[src/rtl/erase_seq_pkg.sv]
package erase_seq_pkg;

  typedef enum logic [3:0] {
    ST_IDLE,
    ST_SELECT,
    ST_WDOG,
    ST_POWER,
    ST_ARM_WAIT,
    ST_PULSE,
    ST_VERIFY_SET,
    ST_VERIFY_WAIT,
    ST_LATCH,
    ST_READ,
    ST_RELEASE
  } seq_state_t;

  function automatic int unsigned max_u(int unsigned a, int unsigned b);
    return (a > b) ? a : b;
  endfunction

  function automatic int unsigned min_u(int unsigned a, int unsigned b);
    return (a < b) ? a : b;
  endfunction

  // Width for the next attempt after attempt number 'tries' failed.
  function automatic int unsigned widen_pulse(int unsigned cur, int unsigned tries,
                                              int unsigned doublings, int unsigned cap);
    if (tries > doublings) return cur;
    if (cur > cap / 2)     return cap;
    return cur * 2;
  endfunction

endpackage

[src/rtl/erase_delay_ctr.sv]
module erase_delay_ctr #(
  parameter int unsigned CW = 8
) (
  input  logic          clk,
  input  logic          rst_n,
  input  logic          load,
  input  logic [CW-1:0] load_val,
  output logic          last
);
  logic [CW-1:0] cnt;

  always_ff @(posedge clk or negedge rst_n) begin
    if (!rst_n)          cnt <= '0;
    else if (load)       cnt <= load_val;
    else if (cnt != '0)  cnt <= cnt - 1'b1;
  end

  assign last = (cnt == CW'(1));

  // a wait is armed only once the previous one has run out
  a_r2_load_when_idle: assert property (@(posedge clk) disable iff (!rst_n)
    load |-> (cnt <= CW'(1)));
  // every armed wait lasts at least one cycle
  a_r4_load_nonzero: assert property (@(posedge clk) disable iff (!rst_n)
    load |-> (load_val != '0));
endmodule

[src/rtl/erase_attempt_ctl.sv]
module erase_attempt_ctl
  import erase_seq_pkg::*;
#(
  parameter int unsigned TRY_W        = 10,
  parameter int unsigned PW_W         = 24,
  parameter int unsigned PULSE_INIT   = 8,
  parameter int unsigned PULSE_CAP    = 64,
  parameter int unsigned DOUBLINGS    = 4,
  parameter int unsigned MAX_ATTEMPTS = 602
) (
  input  logic            clk,
  input  logic            rst_n,
  input  logic            init,
  input  logic            advance,
  output logic [PW_W-1:0] width,
  output logic            at_limit
);
  localparam logic [TRY_W-1:0] TRY_LIMIT  = TRY_W'(MAX_ATTEMPTS);
  localparam logic [PW_W-1:0]  FIRST_W    = PW_W'(min_u(PULSE_INIT, PULSE_CAP));
  localparam logic [PW_W-1:0]  CAP_W      = PW_W'(PULSE_CAP);

  logic [TRY_W-1:0] tries;

  always_ff @(posedge clk or negedge rst_n) begin
    if (!rst_n) begin
      tries <= '0;
      width <= '0;
    end else if (init) begin
      tries <= TRY_W'(1);
      width <= FIRST_W;
    end else if (advance) begin
      tries <= tries + 1'b1;
      width <= PW_W'(widen_pulse(32'(width), 32'(tries), DOUBLINGS, PULSE_CAP));
    end
  end

  assign at_limit = (tries >= TRY_LIMIT);

  // the pulse width never exceeds its ceiling
  a_r4_width_capped: assert property (@(posedge clk) disable iff (!rst_n)
    width <= CAP_W);
  // no attempt is started past the limit
  a_r9_no_advance_at_limit: assert property (@(posedge clk) disable iff (!rst_n)
    advance |-> !at_limit);
  // width never shrinks within an operation
  a_r4_width_monotonic: assert property (@(posedge clk) disable iff (!rst_n)
    advance |=> width >= $past(width));
endmodule

[src/rtl/erase_addr_walk.sv]
module erase_addr_walk #(
  parameter int unsigned AW = 16
) (
  input  logic          clk,
  input  logic          rst_n,
  input  logic          arm,
  input  logic [AW-1:0] first_in,
  input  logic [AW-1:0] last_in,
  input  logic          begin_walk,
  input  logic          step,
  input  logic          clear,
  output logic [AW-1:0] addr,
  output logic          at_last
);
  logic [AW-1:0] first_q;
  logic [AW-1:0] last_q;

  always_ff @(posedge clk or negedge rst_n) begin
    if (!rst_n) begin
      first_q <= '0;
      last_q  <= '0;
    end else if (arm) begin
      first_q <= first_in;
      last_q  <= last_in;
    end
  end

  always_ff @(posedge clk or negedge rst_n) begin
    if (!rst_n)          addr <= '0;
    else if (clear)      addr <= '0;
    else if (begin_walk) addr <= first_q;
    else if (step)       addr <= addr + 1'b1;
  end

  assign at_last = (addr == last_q);

  // the walk never steps past the last address
  a_r6_step_in_range: assert property (@(posedge clk) disable iff (!rst_n)
    step |-> !at_last);
  // the walk always begins at the first address
  a_r6_walk_starts_first: assert property (@(posedge clk) disable iff (!rst_n)
    begin_walk |=> addr == first_q);
endmodule

[src/rtl/flash_erase_seq.sv]
module flash_erase_seq
  import erase_seq_pkg::*;
#(
  parameter int unsigned BLK_W            = 3,
  parameter int unsigned ADDR_W           = 16,
  parameter int unsigned DATA_W           = 8,
  parameter int unsigned T_ARM_SETTLE     = 1500,
  parameter int unsigned T_PULSE_INIT     = 1250000,
  parameter int unsigned T_PULSE_CAP      = 10000000,
  parameter int unsigned PULSE_DOUBLINGS  = 4,
  parameter int unsigned T_VERIFY_SETTLE  = 800,
  parameter int unsigned T_RELEASE_SETTLE = 400,
  parameter int unsigned MAX_ATTEMPTS     = 602,
  localparam int unsigned NUM_BLK         = 1 << BLK_W
) (
  input  logic              clk,
  input  logic              rst_n,
  input  logic              start,
  input  logic [BLK_W-1:0]  blk_idx,
  input  logic [ADDR_W-1:0] blk_first,
  input  logic [ADDR_W-1:0] blk_last,
  input  logic [DATA_W-1:0] mem_rdata,
  output logic              busy,
  output logic              done,
  output logic              error,
  output logic [NUM_BLK-1:0] blk_sel,
  output logic              vpp_en,
  output logic              wdog_en,
  output logic              erase_en,
  output logic              verify_en,
  output logic [ADDR_W-1:0] mem_addr,
  output logic              mem_wr,
  output logic              mem_rd,
  output logic [DATA_W-1:0] mem_wdata
);
  localparam int unsigned PW_W   = $clog2(T_PULSE_CAP + 1);
  localparam int unsigned DLY_MX = max_u(max_u(T_ARM_SETTLE, T_PULSE_CAP),
                                         max_u(T_VERIFY_SETTLE, T_RELEASE_SETTLE));
  localparam int unsigned CW     = $clog2(DLY_MX + 1);
  localparam int unsigned TRY_W  = $clog2(MAX_ATTEMPTS + 1);

  seq_state_t        state;
  logic [BLK_W-1:0]  blk_q;

  // Named internal events
  logic              start_ok;
  logic              dly_last;
  logic              dly_load;
  logic [CW-1:0]     dly_val;
  logic [PW_W-1:0]   pulse_w;
  logic              try_limit;
  logic              walk_last;
  logic              byte_erased;
  logic              byte_pass_last;
  logic              byte_pass_more;
  logic              byte_fail;
  logic              try_again;
  logic              give_up;
  logic              walk_begin;
  logic              walk_clear;

  assign start_ok       = start && (state == ST_IDLE);
  assign byte_erased    = (mem_rdata == '1);
  assign byte_pass_last = (state == ST_READ) && byte_erased && walk_last;
  assign byte_pass_more = (state == ST_READ) && byte_erased && !walk_last;
  assign byte_fail      = (state == ST_READ) && !byte_erased;
  assign try_again      = byte_fail && !try_limit;
  assign give_up        = byte_fail && try_limit;
  assign walk_begin     = (state == ST_VERIFY_SET);
  assign walk_clear     = byte_fail || byte_pass_last;

  // Which wait to arm, chosen by the state that opens it
  always_comb begin
    dly_load = 1'b0;
    dly_val  = '0;
    unique case (state)
      ST_POWER:      begin dly_load = 1'b1; dly_val = CW'(T_ARM_SETTLE); end
      ST_ARM_WAIT:   begin dly_load = dly_last; dly_val = CW'(pulse_w); end
      ST_VERIFY_SET: begin dly_load = 1'b1; dly_val = CW'(T_VERIFY_SETTLE); end
      ST_READ:       begin dly_load = byte_pass_last; dly_val = CW'(T_RELEASE_SETTLE); end
      default:       begin dly_load = 1'b0; dly_val = '0; end
    endcase
  end

  erase_delay_ctr #(.CW(CW)) u_delay (
    .clk      (clk),
    .rst_n    (rst_n),
    .load     (dly_load),
    .load_val (dly_val),
    .last     (dly_last)
  );

  erase_attempt_ctl #(
    .TRY_W        (TRY_W),
    .PW_W         (PW_W),
    .PULSE_INIT   (T_PULSE_INIT),
    .PULSE_CAP    (T_PULSE_CAP),
    .DOUBLINGS    (PULSE_DOUBLINGS),
    .MAX_ATTEMPTS (MAX_ATTEMPTS)
  ) u_attempt (
    .clk      (clk),
    .rst_n    (rst_n),
    .init     (start_ok),
    .advance  (try_again),
    .width    (pulse_w),
    .at_limit (try_limit)
  );

  erase_addr_walk #(.AW(ADDR_W)) u_walk (
    .clk        (clk),
    .rst_n      (rst_n),
    .arm        (start_ok),
    .first_in   (blk_first),
    .last_in    (blk_last),
    .begin_walk (walk_begin),
    .step       (byte_pass_more),
    .clear      (walk_clear),
    .addr       (mem_addr),
    .at_last    (walk_last)
  );

  // One-hot selection decoded from the latched index
  logic [NUM_BLK-1:0] sel_onehot;
  for (genvar g = 0; g < NUM_BLK; g++) begin : g_sel
    assign sel_onehot[g] = (blk_q == BLK_W'(g));
  end

  always_ff @(posedge clk or negedge rst_n) begin
    if (!rst_n) begin
      state     <= ST_IDLE;
      blk_q     <= '0;
      busy      <= 1'b0;
      done      <= 1'b0;
      error     <= 1'b0;
      blk_sel   <= '0;
      vpp_en    <= 1'b0;
      wdog_en   <= 1'b0;
      erase_en  <= 1'b0;
      verify_en <= 1'b0;
      mem_wr    <= 1'b0;
      mem_rd    <= 1'b0;
    end else begin
      done  <= 1'b0;
      error <= 1'b0;
      unique case (state)
        ST_IDLE: if (start_ok) begin
          blk_q <= blk_idx;
          busy  <= 1'b1;
          state <= ST_SELECT;
        end
        ST_SELECT: begin
          blk_sel <= sel_onehot;
          state   <= ST_WDOG;
        end
        ST_WDOG: begin
          wdog_en <= 1'b1;
          state   <= ST_POWER;
        end
        ST_POWER: begin
          vpp_en <= 1'b1;
          state  <= ST_ARM_WAIT;
        end
        ST_ARM_WAIT: if (dly_last) begin
          erase_en <= 1'b1;
          state    <= ST_PULSE;
        end
        ST_PULSE: if (dly_last) begin
          erase_en <= 1'b0;
          wdog_en  <= 1'b0;
          state    <= ST_VERIFY_SET;
        end
        ST_VERIFY_SET: begin
          verify_en <= 1'b1;
          state     <= ST_VERIFY_WAIT;
        end
        ST_VERIFY_WAIT: if (dly_last) begin
          mem_wr <= 1'b1;
          state  <= ST_LATCH;
        end
        ST_LATCH: begin
          mem_wr <= 1'b0;
          mem_rd <= 1'b1;
          state  <= ST_READ;
        end
        ST_READ: begin
          mem_rd <= 1'b0;
          if (byte_pass_more) begin
            mem_wr <= 1'b1;
            state  <= ST_LATCH;
          end else if (byte_pass_last) begin
            verify_en <= 1'b0;
            vpp_en    <= 1'b0;
            state     <= ST_RELEASE;
          end else if (try_again) begin
            verify_en <= 1'b0;
            state     <= ST_WDOG;
          end else begin
            verify_en <= 1'b0;
            vpp_en    <= 1'b0;
            blk_sel   <= '0;
            error     <= 1'b1;
            busy      <= 1'b0;
            state     <= ST_IDLE;
          end
        end
        ST_RELEASE: if (dly_last) begin
          blk_sel <= '0;
          done    <= 1'b1;
          busy    <= 1'b0;
          state   <= ST_IDLE;
        end
        default: state <= ST_IDLE;
      endcase
    end
  end

  assign mem_wdata = mem_wr ? '1 : '0;

  // erase and verify modes never overlap
  a_r5_modes_exclusive: assert property (@(posedge clk) disable iff (!rst_n)
    !(erase_en && verify_en));
  // an erase pulse runs only under voltage, watchdog and one selected block
  a_r3_pulse_guarded: assert property (@(posedge clk) disable iff (!rst_n)
    erase_en |-> (vpp_en && wdog_en && $onehot(blk_sel)));
  // the watchdog drops together with the pulse
  a_r3_wdog_with_pulse: assert property (@(posedge clk) disable iff (!rst_n)
    $fell(erase_en) |-> !wdog_en);
  // dummy writes only in verify mode and carry the erased value
  a_r6_write_in_verify: assert property (@(posedge clk) disable iff (!rst_n)
    mem_wr |-> (verify_en && (mem_wdata == '1) && !mem_rd));
  // every read directly follows a latching write
  a_r6_read_after_write: assert property (@(posedge clk) disable iff (!rst_n)
    mem_rd |-> $past(mem_wr));
  // outcome pulses are exclusive and last one cycle
  a_r10_outcome_exclusive: assert property (@(posedge clk) disable iff (!rst_n)
    !(done && error));
  a_r10_done_single: assert property (@(posedge clk) disable iff (!rst_n)
    done |=> !done);
  a_r10_error_single: assert property (@(posedge clk) disable iff (!rst_n)
    error |=> !error);
  // success leaves nothing powered or selected
  a_r8_done_clean: assert property (@(posedge clk) disable iff (!rst_n)
    done |-> (blk_sel == '0 && !vpp_en && !verify_en && !busy));
  // failure leaves nothing powered or selected
  a_r9_error_clean: assert property (@(posedge clk) disable iff (!rst_n)
    error |-> (blk_sel == '0 && !vpp_en && !verify_en && !wdog_en && !busy));
  // a start during an operation does not disturb the selection
  a_r1_start_ignored: assert property (@(posedge clk) disable iff (!rst_n)
    (busy && start && blk_sel != '0) |=> (blk_sel == $past(blk_sel) || blk_sel == '0));
endmodule

[config.mk]
export PLATFORM = sky130hd
export DESIGN_NAME = flash_erase_seq
export DESIGN_NICKNAME = d
export VERILOG_FILES = /design/src/rtl/erase_seq_pkg.sv /design/src/rtl/erase_delay_ctr.sv /design/src/rtl/erase_attempt_ctl.sv /design/src/rtl/erase_addr_walk.sv /design/src/rtl/flash_erase_seq.sv
export SDC_FILE = /design/constraint.sdc
export NUM_CORES = 1
export LEC_CHECK = 0
export ABC_AREA = 1
export ABC_CLOCK_PERIOD_IN_PS = 2300
export CAP_MARGIN = 20
export CORE_ASPECT_RATIO = 1.4
export CORE_MARGIN = 3
export CORE_UTILIZATION = 57
export DETAILED_ROUTE_END_ITERATION = 12
export GPL_ROUTABILITY_DRIVEN = 0
export PLACE_DENSITY_LB_ADDON = 0.12
export SYNTH_ARGS = -nofsm -noshare
export SYNTH_HDL_FRONTEND = slang
export SYNTH_SLANG_ARGS = --single-unit
[constraint.sdc]
create_clock -name clk -period 2.3 [get_ports clk]
set_input_delay 0.23 -clock clk [delete_from_list [all_inputs] [get_ports clk]]
set_output_delay 0.23 -clock clk [all_outputs]
set_load 0.02 [all_outputs]
After elaboration in Yosys (flattened, before gate mapping)

Cells that the tools add are included.

Bits in registers: 130
Bits in latches: 0
Bits in writable memories: 0
Bits in read-only memories: 0
Input bits: 46
Output and inout port bits: 41
Word-level logic and storage cells: 148
Memories: 0

$add $sub $neg: 3
$mul: 0
Div/mod/pow operators: 0
Magnitude comparators: 3
Equality and inequality tests: 30
Shift-type cells: 0
Multiplexer cells: 60
Bitwise gates (word level): 0
Reductions and logical operators: 34

Operators with widths:

| operator                | count |
|---|---|
| $mux W24                | 8 |
| $pmux W24 S4            | 1 |
| $mux W16                | 3 |
| $pmux W4 S11            | 1 |
| $mux W8                 | 5 |
| $mux W4                 | 7 |
| $eq A24 B1 Y1 const B   | 1 |
| $gt A24 B23 Y1 const B  | 1 |
| $pmux W8 S3             | 1 |
| $reduce_bool A24 Y1     | 1 |
| $sub A24 B1 Y24 const B | 1 |
| $mux W1                 | 23 |
| $mux W10                | 2 |
| $ne A2 B2 Y1 const B    | 9 |
| $add A16 B1 Y16 const B | 1 |
| $eq A16 B16 Y1          | 1 |
| $eq A4 B3 Y1 const B    | 4 |
| $reduce_bool A2 Y1      | 7 |
| $eq A3 B3 Y1 const B    | 4 |
| $eq A4 B4 Y1 const B    | 3 |
| $reduce_bool A3 Y1      | 4 |
| $add A10 B1 Y10 const B | 1 |
| $ge A10 B10 Y1 const B  | 1 |
| $gt A10 B3 Y1 const B   | 1 |
| 19 further kinds        | 39 |

Depth between registers and ports, before layout

Gate-level depths: netlist of run 1.

Word-level depth: 13
Depth in mapped cells: 13
Depth with buffers taken out: 13

Modules after synthesis

From an unflattened synthesis of run 1, not the netlist that was laid out.

Cell total of the unflattened synthesis: 1026
Area, all modules: 7544.7 um^2

Modules (own cells, without submodules):

| module            | instances | cells each | area each (um^2) | seq. area each (um^2) |
|---|---|---|---|---|
| erase_addr_walk   | 1         | 311        | 2558.7           | 1201.2 |
| erase_delay_ctr   | 1         | 278        | 1793.0           | 600.6 |
| erase_attempt_ctl | 1         | 208        | 1641.6           | 750.7 |
| flash_erase_seq   | 1         | 229        | 1551.5           | 600.6 |

Worst setup path before layout of run 1

Ideal clock, no wire load.

Kind: reg2reg
Start: reg u_delay.cnt[0]
End: reg u_delay.cnt[10]
Library setup time: 0.119 ns
Arrival: 1.690 ns
Required time: 2.181 ns
Setup slack: 0.491 ns
Stages on the path, launching flop included: 9
Path buffers: 1
Period minus slack after synthesis: 1.809 ns
Cell sequence: dfrtp_1 inv_1 ha_1 nand3_1 nor2_1 nand4_1 nor2_4 buf_6 nor2_1

Cells in the longest elaborated chain, start to end: 3
Elaborated cells between the ends (all ways): 7
Those cells by class: 1 x add/sub; 1 x eq/ne; 3 x mux; 2 x reduce/logical

RTL lines:

| what                                                    | RTL line                                     | text |
|---|---|---|
| start: declaration                                      | erase_delay_ctr.sv:10                        | `logic [CW-1:0] cnt;` |
| start signal: assignment                                | erase_delay_ctr.sv:14                        | `else if (load) cnt <= load_val;` |
| start signal: assignment                                | erase_delay_ctr.sv:15                        | `else if (cnt != '0) cnt <= cnt - 1'b1;` |
| $sub A24 B1 Y24 / $eq A24 B1 Y1 (equally long branches) | erase_delay_ctr.sv:15, erase_delay_ctr.sv:18 |  |
| $mux W24 / $pmux W1 S3 (equally long branches)          | erase_delay_ctr.sv:15, flash_erase_seq.sv:76 |  |
| $mux W24 / $reduce_bool A2 Y1 (equally long branches)   | n/a                                          |  |

Several ways; a longest one is shown, not always the timed one. The select of a mux whose other input is x is not followed.
A chain may end at the register's enable or synchronous reset.

Final worst setup path of run 1

Start: reg u_attempt.tries[0]
End: reg u_attempt.width[12]

Cells in the longest elaborated chain, start to end: 7
Elaborated cells between the ends (all ways): 14
Those cells by class: 2 x order compare; 9 x mux; 3 x reduce/logical

RTL lines:

| what                                       | RTL line                                     | text |
|---|---|---|
| start: declaration                         | erase_attempt_ctl.sv:22                      | `logic [TRY_W-1:0] tries;` |
| start signal: assignment                   | erase_attempt_ctl.sv:32                      | `tries <= tries + 1'b1;` |
| $gt A10 B3 Y1                              | erase_seq_pkg.sv:28                          | `if (tries > doublings) return cur;` |
| $mux W24 / $mux W1 (equally long branches) | erase_seq_pkg.sv:28                          |  |
| $mux W24 / $mux W1 (equally long branches) | erase_seq_pkg.sv:29, erase_attempt_ctl.sv:31 |  |
| $mux W24 / $mux W1 (equally long branches) | erase_seq_pkg.sv:30, erase_attempt_ctl.sv:28 |  |
| $mux W24                                   | erase_seq_pkg.sv:29                          | `if (cur > cap / 2) return cap;` |
| $mux W24                                   | erase_attempt_ctl.sv:31                      | `end else if (advance) begin` |
| $mux W24                                   | erase_attempt_ctl.sv:28                      | `end else if (init) begin` |
| end signal: assignment                     | erase_attempt_ctl.sv:33                      | `width <= PW_W'(widen_pulse(32'(width), 32'(tries), DOUBLINGS, PULSE_CAP));` |
| end: declaration                           | erase_attempt_ctl.sv:15                      | `output logic [PW_W-1:0] width,` |

Several ways; a longest one is shown, not always the timed one. The select of a mux whose other input is x is not followed.

==> results.md, run 1 <==
Global routing
• pin count of the biggest net entering global routing: 55
• gr ovfl total: 0
• global-route wire length before repair: 33700 um
• initial antenna violation count: 0
• All-Layer GR Usage: 0.302
• number of global-route vias before repair: 6923

Synthesis
• Mapped Area: 7300 um^2
• number of register bits inferred by synthesis: 126
• Syn Inst Count: 990
• warnings from Yosys: 0
• count of distinct cell types in the synthesized netlist: 39
• synthesized area per cell: 7.37 um^2
• net count after synthesis: 1041
• portion of the post-synthesis area used by sequential elements: 0.432

Drt
• post-detailed-route wirelength per cell: 16.6 um
• vias per std cell: 5.70
• DR vias: 7128
• Initial DRC Count: 501
• wirelength, routed: 20700 um
• antenna viol nets, final: 0
• number of iterations in the first detailed-routing pass: 5
• DR DRC count: 0

Clock network
• TritonCTS clock tree: yes
• H-tree levels: 4
• clk_lat worst skew: 0.42 ns
• Max Buffers Root-to-Sink: 2
• cell at the root of the clock tree: sky130_fd_sc_hd__clkbuf_16
• Worst-path clk slew: 0.06 ns
• clk sinks: 126
• number of CTS-inserted buffers: 17

Outcome
• outcome: finished clean

Timing
• period utilisation layout: 0.923
• number of pins with negative max-slew slack in the final report: 0
• setup repair after global routing missed its margin: false
• Slew headroom: 0.596
• Clock Skew: 0.0113 ns
• final-report hold violation count: 0
• sum of negative setup slack: 0 ns
• Fmax: 471 MHz
• Worst Max-Slew Pin Slew: 0.604 ns
• final critical delay including setup and external delays: 2.12 ns
• Worst Hold Slack: 0.343 ns
• Worst Setup Slack, final: 0.177 ns
• endpoints failing setup: 0

Hold path
• Tightest Hold Check Type: input pin to async pin

Setup path
• critical register-to-register path startpoint: u_attempt.tries[0]
• most prevalent standard cell on the critical path: sky130_fd_sc_hd__nor2_1
• Crit path required time: 2.63 ns
• worst path bufs/invs: 2
• Critical path origin: u_attempt.tries[0]
• register-to-register setup slack: 0.18 ns
• kind of launch point of the worst setup path: flop
• crit path DAT: 2.46 ns
• category of the most critical setup path: flop to flop
• maximum single-stage delay on the critical path: 0.48 ns
• ordered list of cells on the worst path: inv_1, ha_1, or2_2, nand3_1, o21ai_2, nor2_4, nand2_4, nand2_2, buf_4, nor2_1, nor2_1
• CP max-delay cell: sky130_fd_sc_hd__dfrtp_1
• cell family with most CP delay: simple AND/OR/NAND/NOR gates
• type of destination of the critical path: flop
• worst-path maximum fanout: 8

Die
• I/O pin total: 87
• Rows: 48
• standard cell core area: 12400 um^2
• area of the die: 14200 um^2
• width of the die: 102 um
• initial core utilization: 0.587
• die extent in y: 140 um

Run
• Max Cap Violations: 0

Finish
• combined area of the multi-input logic cells: 3460 um^2
• layout-stage area growth over the synthesis result: 23.2%
• fraction of layout instances using a drive strength above 1: 0.0900
• Sequential Area: 3150 um^2
• diode count: 0
• Net count, final: 1140
• final-layout fill cell count: 970
• number of standard cells in the final layout excluding fillers: 1250

Place
• Post-Place Cells: 1216
• Post-DP HPWL: 14900 um
• pre-CTS setup slack: 0.192 ns
• number of buffers inserted by port buffering: 86

Pwr
• worst IR drop on VDD: 0.764 mV
• Overall Power: 0.0128 W
• Pwr Density: 1420 nW/um^2
• leakage power figure: 4.32 nW

[power by group]
| part | switching (W) | internal, W |
|---|---|---|
| Sequential | 0.000914 | 0.00315 |
| Combinational | 0.00373 | 0.00217 |
| Clock | 0.000952 | 0.00186 |
| Total | 0.00560 | 0.00717 |
[worst register-to-register path, stage by stage, from the launching register on]
cell,delay (ns)
sky130_fd_sc_hd__dfrtp_1,0.48
sky130_fd_sc_hd__inv_1,0.12
sky130_fd_sc_hd__ha_1,0.20
sky130_fd_sc_hd__or2_2,0.26
sky130_fd_sc_hd__nand3_1,0.09
sky130_fd_sc_hd__o21ai_2,0.08
sky130_fd_sc_hd__nor2_4,0.23
sky130_fd_sc_hd__nand2_4,0.10
sky130_fd_sc_hd__nand2_2,0.12
sky130_fd_sc_hd__buf_4,0.17
sky130_fd_sc_hd__nor2_1,0.07
sky130_fd_sc_hd__nor2_1,0.13
[cells by family (layout without fill, tap and decap cells)]
group | after synthesis | after routing | synth area share
compound gates | 137 | 137 | 0.106
xor+xnor | 26 | 26 | 0.0312
fa+ha+maj | 5 | 5 | 0.00857
buf+inv | 157 | 267 | 0.0936
flops | 126 | 126 | 0.432
mux | 1 | 1 | 0.00137
simple gates | 538 | 538 | 0.327
[through the flow]
step,cell area [um^2],utilization
finish,8990,0.724
global route,8990,0.724
CTS,8970,0.722
detailed placement,8350,0.671
global placement,8350,0.671
floorplan,7300,-
[layer usage]
layer / vias to the layer above / GRT usage / part of all wire
met5: - / 0 / 0
met2: 287 / 0.535 / 0.54
met3: 78 / 0.0486 / 0.045
met1: 3361 / 0.336 / 0.36
li1: 3402 / - / -
met4: 0 / 0.170 / 0.057
[cell type report]
class | count | area share
clock buffer | 24 | 0.0569
clock inverter | 6 | 0.0117
inverter | 125 | 0.0536
multi-input combinational | 707 | 0.385
sequential | 126 | 0.351
tap | 150 | 0.0209
timing repair buffer | 112 | 0.122
[Yosys cell counts]
cell	number	area share
sky130_fd_sc_hd__nor2_2	8	0.0069
sky130_fd_sc_hd__o31ai_1	3	0.0031
sky130_fd_sc_hd__o22ai_1	12	0.010
sky130_fd_sc_hd__ha_1	5	0.0086
sky130_fd_sc_hd__a22oi_1	1	0.0010
sky130_fd_sc_hd__buf_4	10	0.010
sky130_fd_sc_hd__nand2_4	3	0.0046
sky130_fd_sc_hd__nand2_1	289	0.15
sky130_fd_sc_hd__inv_4	1	0.00086
sky130_fd_sc_hd__nor2_8	1	0.0027
sky130_fd_sc_hd__o211ai_1	1	0.0010
sky130_fd_sc_hd__buf_2	11	0.0075
sky130_fd_sc_hd__o21ai_1	10	0.0069
sky130_fd_sc_hd__inv_2	1	0.00051
sky130_fd_sc_hd__o21ai_0	73	0.050
sky130_fd_sc_hd__nand3_2	3	0.0041
sky130_fd_sc_hd__nor3_1	11	0.0075
sky130_fd_sc_hd__nand3_1	48	0.033
sky130_fd_sc_hd__o22a_1	1	0.0012
sky130_fd_sc_hd__clkbuf_1	7	0.0036
sky130_fd_sc_hd__xnor2_1	7	0.0084
sky130_fd_sc_hd__nand3b_1	3	0.0031
sky130_fd_sc_hd__buf_6	4	0.0062
sky130_fd_sc_hd__or2_2	1	0.00086
sky130_fd_sc_hd__nor2_4	4	0.0062
sky130_fd_sc_hd__dfrtp_1	126	0.43
sky130_fd_sc_hd__clkinv_4	2	0.0024
sky130_fd_sc_hd__inv_1	121	0.062
sky130_fd_sc_hd__nor2_1	107	0.055
sky130_fd_sc_hd__nand4_1	54	0.046
sky130_fd_sc_hd__a31oi_1	1	0.00086
sky130_fd_sc_hd__mux2i_1	1	0.0014
sky130_fd_sc_hd__a21oi_2	14	0.017
sky130_fd_sc_hd__nor4_1	3	0.0026
sky130_fd_sc_hd__nand3_4	2	0.0048
sky130_fd_sc_hd__xor2_1	19	0.023
sky130_fd_sc_hd__nand2_2	1	0.00086
sky130_fd_sc_hd__a21oi_1	20	0.014
sky130_fd_sc_hd__o21ai_2	1	0.0012
[state kept, by name, summed over array words and instances, names as in the netlist, 3 cells and up]
signal / count
u_walk.first_q: 16
u_walk.addr: 16
blk_sel: 8
u_attempt.width: 20
u_walk.last_q: 16
state: 4
u_delay.cnt: 24
u_attempt.tries: 10
blk_q: 3
[repair_timing]
action,CTS,global route
setup buffers,0,3
resized for setup,0,1
hold buffers,1,0
endpoints found under the setup margin,0,2
hold endpoints to repair,37,0
[layout by cell type, fill, tap and decap left out, types with 3 or more instances in the layout]
cell                                n
sky130_fd_sc_hd__a21oi_1           20
sky130_fd_sc_hd__a21oi_2           14
sky130_fd_sc_hd__buf_12             3
sky130_fd_sc_hd__buf_4             23
sky130_fd_sc_hd__bufinv_16          3
sky130_fd_sc_hd__clkbuf_16         17
sky130_fd_sc_hd__clkbuf_8           6
sky130_fd_sc_hd__clkdlybuf4s50_1   85
sky130_fd_sc_hd__clkinv_2           3
sky130_fd_sc_hd__dfrtp_1          126
sky130_fd_sc_hd__ha_1               5
sky130_fd_sc_hd__inv_1            119
sky130_fd_sc_hd__inv_2              3
sky130_fd_sc_hd__nand2_1          289
sky130_fd_sc_hd__nand2_4            3
sky130_fd_sc_hd__nand3_1           48
sky130_fd_sc_hd__nand3_2            3
sky130_fd_sc_hd__nand3b_1           3
sky130_fd_sc_hd__nand4_1           54
sky130_fd_sc_hd__nor2_1           107
sky130_fd_sc_hd__nor2_2             8
sky130_fd_sc_hd__nor2_4             4
sky130_fd_sc_hd__nor3_1            11
sky130_fd_sc_hd__nor4_1             3
sky130_fd_sc_hd__o21ai_0           73
sky130_fd_sc_hd__o21ai_1           10
sky130_fd_sc_hd__o22ai_1           12
sky130_fd_sc_hd__o31ai_1            3
sky130_fd_sc_hd__xnor2_1            7
sky130_fd_sc_hd__xor2_1            19
[path summary, 6_finish.rpt]
check	to	depth (start not counted)
hold / removal	u_delay.cnt[13]	2
setup / recovery	u_attempt.width[12]	11
max in group asynchronous	u_walk.last_q[11]	3
hold reg to reg	u_walk.first_q[12]	2
setup reg to reg	u_attempt.width[12]	11
min in group clk	u_walk.first_q[0]	3
Note: power is estimated with default switching activity, not from simulation.
==> inputs of run 2 (changes only) <==
--- a/config.mk
+++ b/config.mk
@@ -13,7 +13,7 @@
 export CORE_UTILIZATION = 57
 export DETAILED_ROUTE_END_ITERATION = 12
 export GPL_ROUTABILITY_DRIVEN = 0
-export PLACE_DENSITY_LB_ADDON = 0.12
+export PLACE_DENSITY = 0.89
 export SYNTH_ARGS = -nofsm -noshare
 export SYNTH_HDL_FRONTEND = slang
 export SYNTH_SLANG_ARGS = --single-unit
==> results.md, run 2 (synthesis gave the netlist of run 1 again) <==
Die
• initial core utilization: 0.587, unchanged
• width of the die: 102 um, unchanged
• area of the die: 14200 um^2, unchanged
• standard cell core area: 12400 um^2, unchanged
• die extent in y: 140 um, unchanged
• I/O pin total: 87, unchanged
• Rows: 48, unchanged

Drt
• post-detailed-route wirelength per cell: 16.1 um, -2.9%
• Initial DRC Count: 534, +6.6%
• number of iterations in the first detailed-routing pass: 6, +1
• vias per std cell: 5.76, +0.99%
• wirelength, routed: 20000 um, -3.2%
• DR vias: 7181, +0.74%
• DR DRC count: 0, unchanged
• antenna viol nets, final: 0, unchanged

Place
• pre-CTS setup slack: 0.207 ns, +0.0153 ns
• number of buffers inserted by port buffering: 86, unchanged
• Post-DP HPWL: 14300 um, -3.6%

Clock network
• H-tree levels: 4, unchanged
• clk sinks: 126, unchanged
• cell at the root of the clock tree: sky130_fd_sc_hd__clkbuf_16
• Worst-path clk slew: 0.06 ns, about the same
• Max Buffers Root-to-Sink: 2, unchanged
• clk_lat worst skew: 0.42 ns, about the same
• TritonCTS clock tree: yes
• number of CTS-inserted buffers: 17, unchanged

Timing
• Clock Skew: 0.00680 ns, -0.00447 ns
• endpoints failing setup: 0, unchanged
• final critical delay including setup and external delays: 2.18 ns, +0.0540 ns
• number of pins with negative max-slew slack in the final report: 0, unchanged
• setup repair after global routing missed its margin: false
• period utilisation layout: 0.947, +0.0235
• Fmax: 459 MHz, -2.5%
• final-report hold violation count: 0, unchanged
• Worst Max-Slew Pin Slew: 0.506 ns, -0.0989 ns
• sum of negative setup slack: 0 ns, unchanged
• Worst Setup Slack, final: 0.123 ns, -0.0540 ns
• Slew headroom: 0.662, +0.0661

Finish
• layout-stage area growth over the synthesis result: 22.9%
• Net count, final: 1135, -0.44%
• diode count: 0, unchanged
• most flop-heavy register: u_delay.cnt
• most frequent cells in the layout: 289 x sky130_fd_sc_hd__nand2_1, 125 x sky130_fd_sc_hd__dfrtp_1, 120 x sky130_fd_sc_hd__inv_1
• leading cell type in the layout, fill and taps excluded: sky130_fd_sc_hd__nand2_1
• Largest regs: u_delay.cnt: 24 flops, u_attempt.width: 20 flops
• max reg flops: 24, unchanged
• final design utilization: 0.721, -0.00232
• fraction of layout instances using a drive strength above 1: 0.0857, -0.00431

Pwr
• worst IR drop on VDD: 0.826 mV, +8.1%
• leakage power figure: 4.28 nW, -0.83%
• Overall Power: 0.0128 W, about the same
• Pwr Density: 1420 nW/um^2, +0.29%

Setup path
• register-to-register setup slack: 0.12 ns, -0.05 ns
• critical register-to-register path startpoint: u_walk.addr[11]
• endpoint of the most critical register-to-register path: u_walk.addr[6]
• category of the most critical setup path: flop to flop
• worst-path maximum fanout: 11, +3
• ordered list of cells on the worst path: inv_1, nand2_1, nand2_1, nor2_1, nand2_1, nor2_1, nand2_1, nand2_1, nand2_1, buf_4, nand2_1, o21ai_0
• type of destination of the critical path: flop
• Crit path required time: 2.60 ns, -0.03 ns
• crit path DAT: 2.48 ns, +0.02 ns
• most prevalent standard cell on the critical path: sky130_fd_sc_hd__nand2_1
• CP max-delay cell: sky130_fd_sc_hd__dfrtp_1
• number of cells on the worst reg-to-reg path: 12, +1
• maximum single-stage delay on the critical path: 0.51 ns, +0.03 ns
• kind of launch point of the worst setup path: flop

Global routing
• gr ovfl total: 0, unchanged
• number of global-route vias before repair: 7345, +6.1%
• initial antenna violation count: 0, unchanged
• global-route wire length before repair: 33600 um, -0.29%
• All-Layer GR Usage: 0.300, -0.00232
• pin count of the biggest net entering global routing: 82, +49%

Run
• Max Cap Violations: 0, unchanged

Hold path
• Tightest Hold Check Type: input pin to async pin

Outcome
• outcome: finished clean

-- run 2: cell count changes in the layout (fill, tap and decap cells not counted) --
cell	previous run	this run
sky130_fd_sc_hd__clkinvlp_4	0	2
sky130_fd_sc_hd__clkinv_2	3	4
sky130_fd_sc_hd__dfrtp_1	126	125
sky130_fd_sc_hd__clkinv_1	0	1
sky130_fd_sc_hd__bufinv_16	3	4
sky130_fd_sc_hd__clkinv_4	2	3
sky130_fd_sc_hd__clkbuf_1	1	2
sky130_fd_sc_hd__inv_1	119	120
sky130_fd_sc_hd__clkbuf_8	6	2
sky130_fd_sc_hd__buf_4	23	18
sky130_fd_sc_hd__inv_2	3	1
sky130_fd_sc_hd__dfrtp_2	0	1
-- run 2: timing repair --
| action | 4_1_cts | 5_1_grt |
|---|---|---|
| endpoints found under the setup margin | 0 | 6 |
| gates resized for setup | 0 | 1 |
| hold buffers | 1 | 0 |
| endpoints found under the hold margin | 126 | 0 |
| setup buffers | 0 | 1 |
-- run 2: layout make-up --
class                           instances  area (um^2)
Timing Repair Buffer                  107         1060
Clock buffer                           21          460
Inverter                              125          482
Clock inverter                         11          164
Multi-Input combinational cell        707         3460
Sequential cell                       126         3150
Tap cell                              150          188
Fill cell                             879         3470
-- run 2: per-stage QoR --
stage	std cells	cell area (um^2)	hold WS [ns]
5_1_grt	1247	8970	0.354
3_5_place_dp	1213	8320	0.237
3_3_place_gp	1213	8320	0.236
6_report	1247	8970	0.334
2_1_floorplan	990	7300	-0.0656
4_1_cts	1246	8960	0.340
-- run 2: worst max-delay path by stage --
| stage | from | cells after the start | end | slack, ns |
|---|---|---|---|---|
| 5_1_grt | u_walk.addr[0] | 12 | u_walk.addr[14] | 0.01 |
| 3_3_place_gp | state[0] | 9 | u_attempt.width[18] | 0.27 |
| 4_1_cts | u_walk.addr[11] | 12 | u_walk.addr[6] | 0.19 |
| 6_report | u_walk.addr[11] | 12 | u_walk.addr[6] | 0.12 |
| 3_5_place_dp | u_attempt.tries[0] | 11 | u_attempt.width[10] | 0.21 |
| 2_1_floorplan | u_delay.cnt[0] | 8 | u_delay.cnt[10] | 0.49 |
-- run 2: where the power goes --
group          switching [W]  internal (W)  total, W
combinational        0.00373       0.00213   0.00586
clock               0.000972       0.00186   0.00283
sequential          0.000926       0.00315   0.00407
total                0.00563       0.00714    0.0128
-- run 2: critical path: cells and delay by family (launching register included) --
family                 cells  cell delay, ns
buffers and inverters      2            0.38
DFF                        1            0.51
AOI/OAI and AO/OA          1            0.09
and+or+nand+nor            9            1.07
-- run 2: layer usage --
layer  global-route usage  vias to the layer above  routed length, um
met5                    0                        -                  0
met4                0.181                        0               1270
met3               0.0582                      120               1110
met2                0.515                      345              10400
met1                0.337                     3333               7230
li1                     -                     3383                  -
